File: config.mk
export PLATFORM = sky130hd
export DESIGN_NAME = sync_hunt_rx
export DESIGN_NICKNAME = d
export VERILOG_FILES = /design/src/rtl/sync_hunt_rx.sv
export SDC_FILE = /design/constraint.sdc
export NUM_CORES = 1
export LEC_CHECK = 0
export ABC_AREA = 1
export BUFFER_PORTS_ARGS = -buffer_cell sky130_fd_sc_hd__buf_2
export CORE_UTILIZATION = 53
export DETAILED_ROUTE_END_ITERATION = 7
export PLACE_DENSITY = 0.74
export SKIP_CTS_REPAIR_TIMING = 1
export SLEW_MARGIN = 40
export SYNTH_ARGS = -nofsm -noshare
export SYNTH_HDL_FRONTEND = slang
export SYNTH_SLANG_ARGS = --single-unit
File: constraint.sdc
create_clock -name clk -period 1.6 [get_ports clk]
set_input_delay 0.24 -clock clk [delete_from_list [all_inputs] [get_ports clk]]
set_output_delay 0.24 -clock clk [all_outputs]
set_load 0.005 [all_outputs]
File: src/rtl/sync_hunt_rx.sv
module sync_hunt_rx (
  input  logic       clk,
  input  logic       rst_n,
  input  logic       bit_en,
  input  logic       rx_data,
  input  logic       rx_enable,
  input  logic       enter_hunt,
  input  logic       carrier,
  input  logic       auto_en,
  input  logic       sync_inhibit,
  input  logic       crc_en,
  input  logic [1:0] sync_mode,
  input  logic [1:0] char_len,
  input  logic [7:0] sync_a,
  input  logic [7:0] sync_b,
  input  logic       ext_sync,
  output logic [7:0] char_out,
  output logic       char_valid,
  output logic       hunting,
  output logic       crc_err
);
  logic [15:0] win, crc;
  logic [7:0]  acc;
  logic [3:0]  cnt;

  wire         active  = rx_enable && !(auto_en && !carrier);
  wire [3:0]   len     = 4'd5 + {2'b00, char_len[0], char_len[1]};
  wire [15:0]  win_n   = {rx_data, win[15:1]};
  wire [7:0]   acc_n   = {rx_data, acc[7:1]};
  wire [7:0]   chr     = acc_n >> (4'd8 - len);
  wire [7:0]   mask    = 8'hFF >> (4'd8 - len);
  wire         is_sync = (chr == (sync_b & mask)) ||
                         (sync_mode == 2'b01 && chr == (sync_a & mask));
  wire         fb      = crc[0] ^ rx_data;
  wire [15:0]  crc_n   = {1'b0, crc[15:1]} ^ (fb ? 16'hA001 : 16'h0000);

  logic match;
  always_comb begin
    case (sync_mode)
      2'b00:   match = (win_n[15:8] == sync_b);
      2'b01:   match = (win_n == {sync_b, sync_a});
      2'b11:   match = ext_sync;
      default: match = 1'b0;
    endcase
  end

  assign crc_err = |crc;

  always_ff @(posedge clk or negedge rst_n) begin
    if (!rst_n) begin
      win <= '1; acc <= '0; cnt <= '0; crc <= '0;
      hunting <= 1'b1; char_out <= '0; char_valid <= 1'b0;
    end else begin
      char_valid <= 1'b0;
      if (!active || enter_hunt) begin
        hunting <= 1'b1;
        win     <= '1;
        cnt     <= '0;
      end else if (bit_en) begin
        if (hunting) begin
          win <= win_n;
          if (match) begin
            hunting <= 1'b0;
            cnt     <= '0;
            crc     <= '0;
          end
        end else begin
          acc <= acc_n;
          if (crc_en) crc <= crc_n;
          if (cnt == len - 4'd1) begin
            cnt <= '0;
            if (!(sync_inhibit && is_sync)) begin
              char_out   <= chr;
              char_valid <= 1'b1;
            end
          end else begin
            cnt <= cnt + 4'd1;
          end
        end
      end
    end
  end

  assert_valid_pulse_R6: assert property (@(posedge clk) disable iff (!rst_n)
    char_valid |=> !char_valid);
  assert_valid_after_lock_R6: assert property (@(posedge clk) disable iff (!rst_n)
    char_valid |-> !$past(hunting));
  assert_cnt_range_R5: assert property (@(posedge clk) disable iff (!rst_n)
    cnt < len);
  assert_rehunt_R8: assert property (@(posedge clk) disable iff (!rst_n)
    enter_hunt |=> hunting);
  assert_disable_R9: assert property (@(posedge clk) disable iff (!rst_n)
    !rx_enable |=> (hunting && !char_valid));
  assert_carrier_loss_R10: assert property (@(posedge clk) disable iff (!rst_n)
    (auto_en && !carrier) |=> hunting);
endmodule

==> flow_summary.toml <==
[cells_and_area]
fin_nets = 603
drive_gt1_share_pct = 39.1
area_growth_pct = 35.4
finalInstanceArea_um2 = 4430
diodes = 0
final_common_cell = "nand2_1"
mostFrequentLayoutCells = "140 x nand2_1, 51 x buf_4, 43 x nand2_2"

[floorplan]
die_area_um2 = 6490
dieHeight_um = 80.6
std_cell_rows = 28
ios = 42
fp.dieW_um = 80.6
core_area_um2 = 5920
initial_utilization_pct = 55.2

[clocking]
htreeDepth = 2
cts_tree = "done"
clk-insertion-delay-late_ns = 0.32
clkTransAtPathRegs_ns = 0.11
cts_root_buffer = "clkbuf_8"
cts_sinks = 52
cts_buffers = 5
clockBufferDepth = 2

[synthesis]
netlist_instances = 468
synth_top_area_share_pct = 27.5
synth-seq-area-share_pct = 40.4
synth_cell_types = 31
yosys_register_bits = 52
synth_warnings = 0
avgSynthCellArea_um2 = 6.99
synth_area_leaders = "dfrtp_1 28%, nand2_1 21%, dfstp_2 13%"
syn_area_um2 = 3270
synth_top_area_cell = "dfrtp_1"
syn-num-nets = 504

[detailed_routing]
drc = 0
drt-initial-drc-count = 247
wl_per_cell_um = 13.9
drtPass1Iterations = 5
drt-total-wl_um = 8920
antenna_left = 0
dr_total_vias = 3379
vias_per_cell = 5.26

[grt]
grt_start_max_net_pins = 36
grt_pass1_wl_um = 12800
grt_pass1_vias = 2884
grtUsageTotal_pct = 25.9
antenna_found_initial = 0
grt-ovfl-total = 0

[outcome]
violations = "negative setup slack"
outcome = "complete, but fails checks"

[setup_path]
r2r_cells = 11
path_max_fanout = 8
r2r_end = "crc[13]$_DFFE_PN0P_"
r2r_setup_slack_ns = -0.27
crit_arrival_ns = 2.09
start_kind = "flip-flop"
cp.required_ns = 1.81
worst_setup_path_end_kind = "flip-flop"
crit_type = "flip-flop to flip-flop"
r2r_start = "win[9]$_DFFE_PN1P_"

[power_and_ir_drop]
switching_power_uw = 884
p_int_uw = 1920
ir_drop_v = 0.000570
clkPwrFrac_pct = 28.4
swShare_pct = 31.5
combPwrFrac_pct = 22.8
powerDensity_nw_per_um2 = 633
p_leak_uw = 0.00228
pwr-share-seq_pct = 48.8

[timing]
final-max-slew-violation-count = 0
fmax_ghz = 0.534
hold_viol = 0
period_needed_ns = 1.87
period_share_pct = 117
setup_slack_ns = -0.274
setup_violations = 30
rsz0062_at_grt = "yes"
max-slew-margin-rel_pct = 69.6
clock_skew_ns = 0.0110
worst_slew_pin_slew_ns = 0.457
tns_ns = -6.29

[worst_hold_path]
min_path_type = "input pin to flip-flop"
hold_start = "sync_inhibit"
hold_end = "char_out[4]$_DFFE_PN0P_"
hold_path_depth = 4

[job]
maxCapViolCount = 0

[place]
dpl-instance-area_um2 = 3950
hpwlAfterDp_um = 6070
portBuffers = 41
gp_congestion = 0.882
-- synth_stat cells --
| master | number |
|---|---|
| nor2_2 | 1 |
| xor2_1 | 11 |
| nand2_2 | 10 |
| nand2_1 | 180 |
| ha_1 | 5 |
| clkinv_1 | 1 |
| a21oi_1 | 6 |
| dfstp_2 | 16 |
| nand3b_1 | 5 |
| o21ai_1 | 1 |
| o21ai_2 | 1 |
| or2_2 | 3 |
| nand2_4 | 2 |
| nor2_1 | 34 |
| o21ai_0 | 32 |
| nor3_1 | 4 |
| nand4_1 | 2 |
| nand3_2 | 2 |
| o22ai_1 | 1 |
| nand3_1 | 37 |
| a221oi_1 | 1 |
| inv_2 | 2 |
| nor4_1 | 4 |
| dfrtp_1 | 36 |
| o211ai_1 | 5 |
| nor3_2 | 1 |
| clkbuf_1 | 8 |
| inv_1 | 48 |
| buf_6 | 3 |
| nor2_4 | 1 |
| xnor2_1 | 5 |
-- per-stage QoR --
stage	total power, µW	utilization, %	std cells	setup slack (ns)	hold slack (ns)
finish	2800	74.8	643	-0.274	0.276
global route	2930	74.8	643	-0.375	0.291
CTS	2720	68.3	632	-0.285	-0.138
detailed placement	1940	66.8	624	-0.536	0.211
global placement	1920	66.8	624	-0.461	0.211
floorplan	1700	-	468	-0.205	-0.0556
-- worst max path at each step --
| stage | startpoint | to | slack, ns | cells after the start |
|---|---|---|---|---|
| 2_1_floorplan | char_len[1] | char_out[0]$_DFFE_PN0P_ | -0.20 | 19 |
| 3_3_place_gp | char_len[1] | char_out[1]$_DFFE_PN0P_ | -0.46 | 19 |
| 3_5_place_dp | char_len[1] | char_out[1]$_DFFE_PN0P_ | -0.54 | 19 |
| 4_1_cts | win[9]$_DFFE_PN1P_ | cnt[0]$_DFFE_PN0P_ | -0.28 | 11 |
| 5_1_grt | win[9]$_DFFE_PN1P_ | crc[1]$_DFFE_PN0P_ | -0.37 | 11 |
| 6_report | win[9]$_DFFE_PN1P_ | crc[13]$_DFFE_PN0P_ | -0.27 | 11 |
-- power groups by stage --
stage	Sequential (µW)	Clock (µW)	Combinational, µW
floorplan	1380	0	320
global placement	1390	0	539
detailed placement	1390	0	552
CTS	1360	807	555
global route	1370	856	703
finish	1370	796	641
-- final cells by class --
type                       instances  area [µm²]
clock buffer                       5        68.8
clock inverter                     3        21.3
fill                             466        1490
inverter                          51         204
multi-input combinational        358        2000
sequential                        52        1320
tap                               75        93.8
timing repair buffer              99         717
-- routing by layer --
metal	GRT usage (%)	routed length, µm
met5	0	0
met4	7.32	165
met3	4.55	476
met2	44.7	4550
met1	32.9	3740
-- flip-flops by register name (all words and copies together) (netlist names) --
signal / count
crc: 16
win: 15
char_out: 8
acc: 7
cnt: 4
char_valid: 1
hunting: 1
-- worst max-delay path, stage by stage (launching register included) --
cell       delay (ns)
dfstp_2          0.55
xnor2_1          0.11
nand3_1          0.10
nor3_2           0.21
nand2_1          0.12
nand2_1          0.10
nand3_2          0.09
nand2_2          0.09
nand2_4          0.09
clkbuf_16        0.18
nand2_2          0.06
o21ai_2          0.05
-- cell families after synthesis --
group / synth area share [%]
buffers and inverters: 7.80
adders and majority gates: 1.91
xor gates and xnor gates: 4.28
DFF: 40.4
AOI/OAI and AO/OA: 7.84
and+or+nand+nor: 37.8
Note: power is estimated with default switching activity, not from simulation.
